===== src/rtl/nic_regport_pkg.sv =====
package nic_regport_pkg;
  localparam int DW = 16;

  // bus byte offsets
  localparam int OFF_CDATA = 'h10;
  localparam int OFF_PTR   = 'h12;
  localparam int OFF_RST   = 'h14;
  localparam int OFF_BDATA = 'h16;

  // register indices
  localparam int IDX_CSR0  = 0;
  localparam int IDX_IBLO  = 1;
  localparam int IDX_IBHI  = 2;
  localparam int IDX_IDLO  = 88;
  localparam int IDX_IDHI  = 89;
  localparam int IDX_MODE  = 20;
  localparam int IB_WORDS  = 2;

  // CSR0 bit positions
  localparam int B_INIT  = 0;
  localparam int B_START = 1;
  localparam int B_STOP  = 2;
  localparam int B_TDMD  = 3;
  localparam int B_IDON  = 8;

  localparam logic [7:0] MODE32_CODE = 8'd2;

  function automatic logic [DW-1:0] csr0_pack(input logic stop, input logic idon);
    logic [DW-1:0] v;
    v = '0;
    v[B_STOP] = stop;
    v[B_IDON] = idon;
    return v;
  endfunction

  function automatic logic [DW-1:0] id_half(input logic [15:0] part,
                                            input logic [11:0] ver,
                                            input logic hi);
    logic [31:0] w;
    w = {4'h0, part, ver};
    return hi ? w[31:16] : w[15:0];
  endfunction
endpackage


===== src/rtl/nic_csr0_ctl.sv =====
module nic_csr0_ctl
  import nic_regport_pkg::*;
(
  input  logic          clk,
  input  logic          rst_n,
  input  logic          soft_rst,
  input  logic          wr_en,
  input  logic          w_init,
  input  logic          w_start,
  input  logic          w_tdmd,
  input  logic          w_idon,
  input  logic          init_done_in,
  output logic          cmd_init,
  output logic          cmd_start,
  output logic          cmd_tdmd,
  output logic [DW-1:0] csr0_view
);
  logic stop_q, idon_q;

  always_ff @(posedge clk) begin
    if (!rst_n || soft_rst) begin
      stop_q    <= 1'b1;
      idon_q    <= 1'b0;
      cmd_init  <= 1'b0;
      cmd_start <= 1'b0;
      cmd_tdmd  <= 1'b0;
    end else begin
      cmd_init  <= wr_en & w_init;
      cmd_start <= wr_en & w_start;
      cmd_tdmd  <= wr_en & w_tdmd;
      if (wr_en && w_start) stop_q <= 1'b0;
      if (init_done_in)            idon_q <= 1'b1;
      else if (wr_en && w_idon)    idon_q <= 1'b0;
    end
  end

  assign csr0_view = csr0_pack(stop_q, idon_q);
endmodule


===== src/rtl/nic_cfg_regs.sv =====
module nic_cfg_regs
  import nic_regport_pkg::*;
#(
  parameter int PTR_W = 7
) (
  input  logic                   clk,
  input  logic                   rst_n,
  input  logic                   soft_rst,
  input  logic                   ptr_we,
  input  logic                   csr_we,
  input  logic                   bcr_we,
  input  logic [DW-1:0]          wdata,
  output logic [PTR_W-1:0]       ptr_q,
  output logic [IB_WORDS*DW-1:0] ib_flat,
  output logic [DW-1:0]          mode_q
);
  always_ff @(posedge clk) begin
    if (!rst_n)      ptr_q <= '0;
    else if (ptr_we) ptr_q <= wdata[PTR_W-1:0];
  end

  for (genvar g = 0; g < IB_WORDS; g++) begin : g_ib
    logic [DW-1:0] word_q;
    always_ff @(posedge clk) begin
      if (!rst_n || soft_rst) word_q <= '0;
      else if (csr_we && ptr_q == PTR_W'(IDX_IBLO + g)) word_q <= wdata;
    end
    assign ib_flat[g*DW +: DW] = word_q;
  end

  always_ff @(posedge clk) begin
    if (!rst_n || soft_rst) mode_q <= '0;
    else if (bcr_we && ptr_q == PTR_W'(IDX_MODE)) mode_q <= wdata;
  end
endmodule


===== src/rtl/nic_regport.sv =====
module nic_regport
  import nic_regport_pkg::*;
#(
  parameter int          ADDR_W    = 5,
  parameter int          PTR_W     = 7,
  parameter logic [15:0] PART_CODE = 16'h2621,
  parameter logic [11:0] VER_CODE  = 12'h003
) (
  input  logic              clk,
  input  logic              rst_n,
  input  logic              bus_en,
  input  logic              bus_wr,
  input  logic [ADDR_W-1:0] bus_addr,
  input  logic [15:0]       bus_wdata,
  output logic [15:0]       bus_rdata,
  input  logic              init_done_in,
  output logic              cmd_init,
  output logic              cmd_start,
  output logic              cmd_tdmd,
  output logic              eng_reset,
  output logic [31:0]       ib_addr,
  output logic              desc32
);
  localparam logic [ADDR_W-1:0] A_CDATA = ADDR_W'(OFF_CDATA);
  localparam logic [ADDR_W-1:0] A_PTR   = ADDR_W'(OFF_PTR);
  localparam logic [ADDR_W-1:0] A_RST   = ADDR_W'(OFF_RST);
  localparam logic [ADDR_W-1:0] A_BDATA = ADDR_W'(OFF_BDATA);

  // decoded bus events
  logic wr_cdata, rd_cdata, wr_ptr, rd_ptr, rd_rst, wr_bdata, rd_bdata;
  logic wr_c0;
  logic [PTR_W-1:0]       ptr_q;
  logic [15:0]            ptr_ext;
  logic [IB_WORDS*DW-1:0] ib_flat;
  logic [DW-1:0]          mode_q, csr0_view, csr_rd, bcr_rd;

  assign wr_cdata = bus_en &  bus_wr & (bus_addr == A_CDATA);
  assign rd_cdata = bus_en & ~bus_wr & (bus_addr == A_CDATA);
  assign wr_ptr   = bus_en &  bus_wr & (bus_addr == A_PTR);
  assign rd_ptr   = bus_en & ~bus_wr & (bus_addr == A_PTR);
  assign rd_rst   = bus_en & ~bus_wr & (bus_addr == A_RST);
  assign wr_bdata = bus_en &  bus_wr & (bus_addr == A_BDATA);
  assign rd_bdata = bus_en & ~bus_wr & (bus_addr == A_BDATA);
  assign wr_c0    = wr_cdata & (ptr_q == PTR_W'(IDX_CSR0));

  always_ff @(posedge clk) begin
    if (!rst_n) eng_reset <= 1'b0;
    else        eng_reset <= rd_rst;
  end

  nic_csr0_ctl u_csr0 (
    .clk          (clk),
    .rst_n        (rst_n),
    .soft_rst     (rd_rst),
    .wr_en        (wr_c0),
    .w_init       (bus_wdata[B_INIT]),
    .w_start      (bus_wdata[B_START]),
    .w_tdmd       (bus_wdata[B_TDMD]),
    .w_idon       (bus_wdata[B_IDON]),
    .init_done_in (init_done_in),
    .cmd_init     (cmd_init),
    .cmd_start    (cmd_start),
    .cmd_tdmd     (cmd_tdmd),
    .csr0_view    (csr0_view)
  );

  nic_cfg_regs #(.PTR_W(PTR_W)) u_cfg (
    .clk      (clk),
    .rst_n    (rst_n),
    .soft_rst (rd_rst),
    .ptr_we   (wr_ptr),
    .csr_we   (wr_cdata),
    .bcr_we   (wr_bdata),
    .wdata    (bus_wdata),
    .ptr_q    (ptr_q),
    .ib_flat  (ib_flat),
    .mode_q   (mode_q)
  );

  assign ptr_ext = 16'(ptr_q);
  assign ib_addr = ib_flat;
  assign desc32  = (mode_q[7:0] == MODE32_CODE);

  always_comb begin
    csr_rd = '0;
    if      (ptr_q == PTR_W'(IDX_CSR0)) csr_rd = csr0_view;
    else if (ptr_q == PTR_W'(IDX_IBLO)) csr_rd = ib_flat[DW-1:0];
    else if (ptr_q == PTR_W'(IDX_IBHI)) csr_rd = ib_flat[2*DW-1:DW];
    else if (ptr_q == PTR_W'(IDX_IDLO)) csr_rd = id_half(PART_CODE, VER_CODE, 1'b0);
    else if (ptr_q == PTR_W'(IDX_IDHI)) csr_rd = id_half(PART_CODE, VER_CODE, 1'b1);
  end

  assign bcr_rd = (ptr_q == PTR_W'(IDX_MODE)) ? mode_q : '0;

  always_comb begin
    bus_rdata = '0;
    if (rd_cdata)      bus_rdata = csr_rd;
    else if (rd_ptr)   bus_rdata = ptr_ext;
    else if (rd_bdata) bus_rdata = bcr_rd;
  end
endmodule


===== config.mk =====
export PLATFORM = sky130hd
export DESIGN_NAME = nic_regport
export DESIGN_NICKNAME = d
export VERILOG_FILES = /design/src/rtl/nic_regport_pkg.sv /design/src/rtl/nic_csr0_ctl.sv /design/src/rtl/nic_cfg_regs.sv /design/src/rtl/nic_regport.sv
export SDC_FILE = /design/constraint.sdc
export NUM_CORES = 1
export LEC_CHECK = 0
export BUFFER_PORTS_ARGS = -buffer_cell sky130_fd_sc_hd__buf_2
export CORE_MARGIN = 2
export CORE_UTILIZATION = 53
export CTS_BUF_LIST = sky130_fd_sc_hd__clkbuf_16
export CTS_CLUSTER_DIAMETER = 80
export DETAILED_ROUTE_END_ITERATION = 16
export PLACE_DENSITY = 0.8
export SLEW_MARGIN = 25
export SYNTH_ARGS = -nofsm -noshare
export SYNTH_HDL_FRONTEND = slang
export SYNTH_SLANG_ARGS = --single-unit

===== constraint.sdc =====
create_clock -name clk -period 2.8 [get_ports clk]
set_input_delay 0.56 -clock clk [delete_from_list [all_inputs] [get_ports clk]]
set_output_delay 0.56 -clock clk [all_outputs]
set_load 0.005 [all_outputs]

Word-level counts from Yosys, hierarchy flattened
Index checks and enable logic that the tools add are counted.
{ "totals": {"ff_bits": 61, "input_bits": 26, "out_inout_bits": 53, "word_cells": 54} }
{ "classes": {"eq_ne": 10, "mux": 11, "n_bitwise": 14, "reduce_logical": 9} }
{ "op_table": {"columns": ["operator", "n"], "rows": [
  ["16-bit two-way mux", 7],
  ["5-bit equality test, second input constant", 4],
  ["7-bit equality test, second input constant", 2],
  ["1-bit bitwise AND", 13],
  ["13-bit two-way mux", 1],
  ["10-bit two-way mux", 1],
  ["8-bit by 2-bit equality test with 1-bit output, second input constant", 1],
  ["7-bit by 1-bit equality test with 1-bit output, second input constant", 1],
  ["7-bit by 2-bit equality test with 1-bit output, second input constant", 1],
  ["7-bit by 5-bit equality test with 1-bit output, second input constant", 1],
  ["7-bit zero test", 1],
  ["1-bit logical AND", 5],
  ["1-bit two-way mux", 2],
  ["2-bit nonzero test", 1],
  ["1-bit zero test", 1],
  ["1-bit logical OR", 1],
  ["1-bit NOT", 1]
]} }

Logic depth before layout (Yosys ltp)
{ "depth": {"depth_word": 7, "ltp_mapped": 6, "mapped_depth_nobuf": 4} }

Cells and area by module
Synthesis repeated with hierarchy kept, for this count alone.
{ "unflattened": {"hier_cells": 362, "area_unflattened_um2": 3268.1} }
{ "modules_own_cells": {"columns": ["module", "instances", "cells_each", "area_each_um2", "seq_area_each_um2"], "rows": [
  ["nic_cfg_regs", 1, 202, 2133.3, 1101.1],
  ["nic_regport", 1, 129, 848.3, 20.0],
  ["nic_csr0_ctl", 1, 31, 286.5, 100.1]
]} }

Worst setup path before layout
Ideal clock, no wire load.
{ "synth_timing": {"path_kind": "input to output", "startpoint": "in bus_addr[0]", "endpoint": "out bus_rdata[5]", "arrival_ns": 1.881, "t_required_ns": 2.240, "setup_slack_ns": 0.359, "cell_stages": 4, "n_path_buf": 0, "cell_sequence": "or4b_4 > or3_1 > a221oi_1 > a221o_1"} }
{ "synth_between": {"elab_chain_len": 5, "word_cells_on_any_way": 9, "classes_between": "eq/ne: 3; mux: 3; bitwise: 3"} }
{ "synth_rtl": {"columns": ["element", "line", "source"], "rows": [
  ["start, declared", "nic_regport.sv:13", "input logic [ADDR_W-1:0] bus_addr,"],
  ["5-bit equality test", "nic_regport.sv:43", "assign rd_bdata = bus_en & ~bus_wr & (bus_addr == A_BDATA);"],
  ["1-bit bitwise AND", "nic_regport.sv:43", null],
  ["16-bit two-way mux", "nic_regport.sv:99", "else if (rd_bdata) bus_rdata = bcr_rd;"],
  ["16-bit two-way mux", "nic_regport.sv:98", "else if (rd_ptr) bus_rdata = ptr_ext;"],
  ["16-bit two-way mux (*)", "nic_regport.sv:97", "if (rd_cdata) bus_rdata = csr_rd;"],
  ["end, declared", "nic_regport.sv:15", "output logic [15:0] bus_rdata,"]
]} }
Every way passes the cells marked *; elsewhere a longest branch is shown, timed or not.

Final worst setup path
{ "layout_timing": {"startpoint": "reg u_cfg.ptr_q[6]", "endpoint": "out bus_rdata[5]"} }
{ "layout_between": {"elab_chain_len": 7, "word_cells_on_any_way": 15, "classes_between": "eq/ne: 5; mux: 9; reduce/logical: 1"} }
{ "layout_rtl": {"columns": ["element", "line", "source"], "rows": [
  ["start, declared", "nic_cfg_regs.sv:13", "output logic [PTR_W-1:0] ptr_q,"],
  ["start signal, assigned", "nic_cfg_regs.sv:19", "else if (ptr_we) ptr_q <= wdata[PTR_W-1:0];"],
  ["7-bit equality test", "nic_regport.sv:90", "else if (ptr_q == PTR_W'(IDX_IDHI)) csr_rd = id_half(PART_CODE, VER_CODE, 1'b1);"],
  ["10-bit two-way mux", "nic_regport.sv:90", null],
  ["13-bit two-way mux", "nic_regport.sv:89", "else if (ptr_q == PTR_W'(IDX_IDLO)) csr_rd = id_half(PART_CODE, VER_CODE, 1'b0);"],
  ["16-bit two-way mux", "nic_regport.sv:88", "else if (ptr_q == PTR_W'(IDX_IBHI)) csr_rd = ib_flat[2*DW-1:DW];"],
  ["16-bit two-way mux", "nic_regport.sv:87", "else if (ptr_q == PTR_W'(IDX_IBLO)) csr_rd = ib_flat[DW-1:0];"],
  ["16-bit two-way mux", "nic_regport.sv:86", "if (ptr_q == PTR_W'(IDX_CSR0)) csr_rd = csr0_view;"],
  ["16-bit two-way mux (*)", "nic_regport.sv:97", null]
]} }
Marked as above.

==> out/metrics.yaml <==
grt:
  grt_max_degree: 34
  overflow: 0
  gr-usage-met1_pct: 40.7
  gr-usage-met2_pct: 47.2
  grt_busiest_layer: "met2"
  antenna_found_initial: 0
  grt_usage_pct: 30.8
  grt_pass1_wl_mm: 15.1
  grt_pass1_vias: 3028
  use_met3_pct: 7.42
sta:
  clock.fmax_mhz: 367
  min_period_ns: 2.73
  setup_violations: 0
  slew_headroom_pct: 58.3
  skew_ns: 0.00563
  tightestPinTransition_ns: 0.625
  finalHoldViolCount: 0
  finalCritPeriodShare_pct: 97.4
  slew_viol_final: 0
setup_path:
  end_kind: "primary output"
  critical_path_class: "reg -> out"
  cp.required_ns: 2.24
  cpMaxStageDelayCell: "or3_4"
  slowest_delay_ns: 0.52
  path_delay_family: "compound AO/OA/AOI/OAI gates"
  arrival_ns: 2.17
  cp-start-kind: "register"
  path_buf_inv: 1
  crit_chain: "or3_4 -> a211o_1 -> a221oi_2 -> a221o_1 -> buf_2"
  worstPathMaxFanout: 12
place:
  place_inst: 527
  gp_congestion: 0.935
  port_buffers: 78
  hpwl_mm: 6.73
  dpl_cell_area_um2: 3650
detailed_routing:
  drc: 0
  drtPass1Iterations: 6
  vias: 3337
  ant_nets: 0
  viasPerCell: 6.15
  wl_per_cell_um: 18.0
  drtIter0Drc: 331
  drt-total-wl_mm: 9.77
logic_synthesis:
  yosysWarnings: 0
  syn-num-nets: 404
  avgSynthCellArea_um2: 8.21
  synth_top_area_share_pct: 39.3
  ys_ff_latch: 61
  synth_seq_area_share_pct: 39.3
  async_flop_share_pct: 0
  post-synth-top-area-cell: "dfxtp_1"
  synth_edf_count: 0
  ys_types: 48
  syn-instance-count: 378
  synth_area_leaders: "dfxtp_1, nand2_1, mux2i_1, a21oi_1, nand4_1"
  synthFlopType: "dfxtp_1"
  syn_area_um2: 3100
clocking:
  clock_latency_ns: 0.33
  clkSlewWorstSetupHoldPaths_ns: 0.06
  post_cts_buffers: 0
  clock_path_buffers: 2
  root_buffer: "clkbuf_16"
  numCtsBuffers: 9
  cts_tree: "done"
  clkSinkCount: 61
  h-tree-depth: 3
finish:
  fillers: 428
  drive_gt1_share_pct: 28.7
  layout_commonest_cell: "nand2_1"
  final_util_pct: 71.0
  nets: 492
  stdcell_count: 543
  antenna_cells: 0
  regArea_um2: 1220
  layout_common_cells: "nand2_1, buf_2, dfxtp_1"
  syn_to_final_growth_pct: 27.6
  postLayoutCellArea_um2: 3960
  multiInputGateArea_um2: 1760
floorplan:
  start_util_pct: 55.7
  ioPinCount: 79
  dieArea_um2: 6490
  core_um2: 5570
  fp.dieW_um: 80.5
  rows: 27
  die_h_um: 80.5
hold_path:
  hp-class: "reg -> reg"
power_and_ir_drop:
  power_leakage_nw: 1.77
  p_per_area_nw_per_um2: 515
  irDropWorstVdd_uv: 364
outcome:
  status: "complete, no violations"
job:
  maxCapViolations: 0
==> worst paths after layout <==
path / slack [ns] / endpoint / cells after the start / startpoint
max: 0.07 / bus_rdata[5] / 5 / u_cfg.ptr_q[6]
min: 0.45 / u_cfg.mode_q[14] / 2 / u_cfg.mode_q[14]
max reg2reg: 0.71 / u_cfg.g_ib[1].word_q[2] / 4 / u_cfg.ptr_q[6]
min reg2reg: 0.45 / u_cfg.mode_q[14] / 2 / u_cfg.mode_q[14]
==> final cells by class <==
| cell class | instances | share of cell area [%] |
|---|---|---|
| Sequential cell | 61 | 30.8 |
| Inverter | 6 | 0.569 |
| Timing Repair Buffer | 102 | 14.7 |
| Multi-Input combinational cell | 286 | 44.4 |
| Clock buffer | 9 | 5.69 |
| Tap cell | 72 | 2.27 |
| Clock inverter | 7 | 1.48 |
==> cell usage after synthesis (4+ instances only) <==
library cell  number
a21oi_1           35
a22o_1             8
and2_1             4
buf_2              6
clkbuf_1          14
dfxtp_1           61
inv_1              6
mux2i_1           25
nand2_1           86
nand4_1           23
nor2_1            12
nor3_1            10
o21ai_0           26
==> where the power goes <==
part	total (mW)	switching, mW	internal, mW
registers	0.872	0.00136	0.871
logic	0.110	0.0725	0.0371
clock network	1.06	0.385	0.675
total	2.04	0.458	1.58
==> logic make-up (layout without fill, tap and decap cells) <==
kind of cell    after synthesis  in the layout  share of synthesized area [%]
mux                          25             25                           8.06
compound gates               92             92                           18.3
buf+inv                      31            124                           4.96
simple gates                169            169                           29.3
flops                        61             61                           39.3
==> per-layer routing <==
layer  vias up  wire [µm]
li1       1541          -
met1      1548       4040
met3        33        986
met2       215       4410
met5         -          0
met4         0        342
==> per-stage QoR <==
stage          setup slack (ns)  total power [mW]  hold slack, ns  setup TNS (ns)
3_5_place_dp             0.0315             0.995           0.444               0
6_report                 0.0731              2.04           0.449               0
5_1_grt              -0.0000713              2.09           0.470      -0.0000713
2_1_floorplan             0.359             0.941           0.431               0
4_1_cts                 0.00269              2.04           0.452               0
3_3_place_gp             0.0670             0.994           0.440               0
==> tightest hold or removal path: cells and delay by family (launching register included) <==
family	cells	cell delay, ns
flops	1	0.31
simple gates	1	0.05
compound gates	1	0.05
==> registers in the layout, indices dropped and copies added (netlist names) <==
name and flops:
u_csr0.stop_q 1, u_cfg.g_ib.word_q 32, u_csr0.cmd_start 1, u_cfg.mode_q 16, u_csr0.cmd_tdmd 1, u_csr0.idon_q 1, u_cfg.ptr_q 7, u_csr0.cmd_init 1
eng_reset 1
==> timing repair <==
item,in CTS,in global routing
endpoints found under the setup margin,0,12
hold buffers,0,0
gates resized for setup,0,4
No activity file was read; power rests on OpenSTA's default activity.
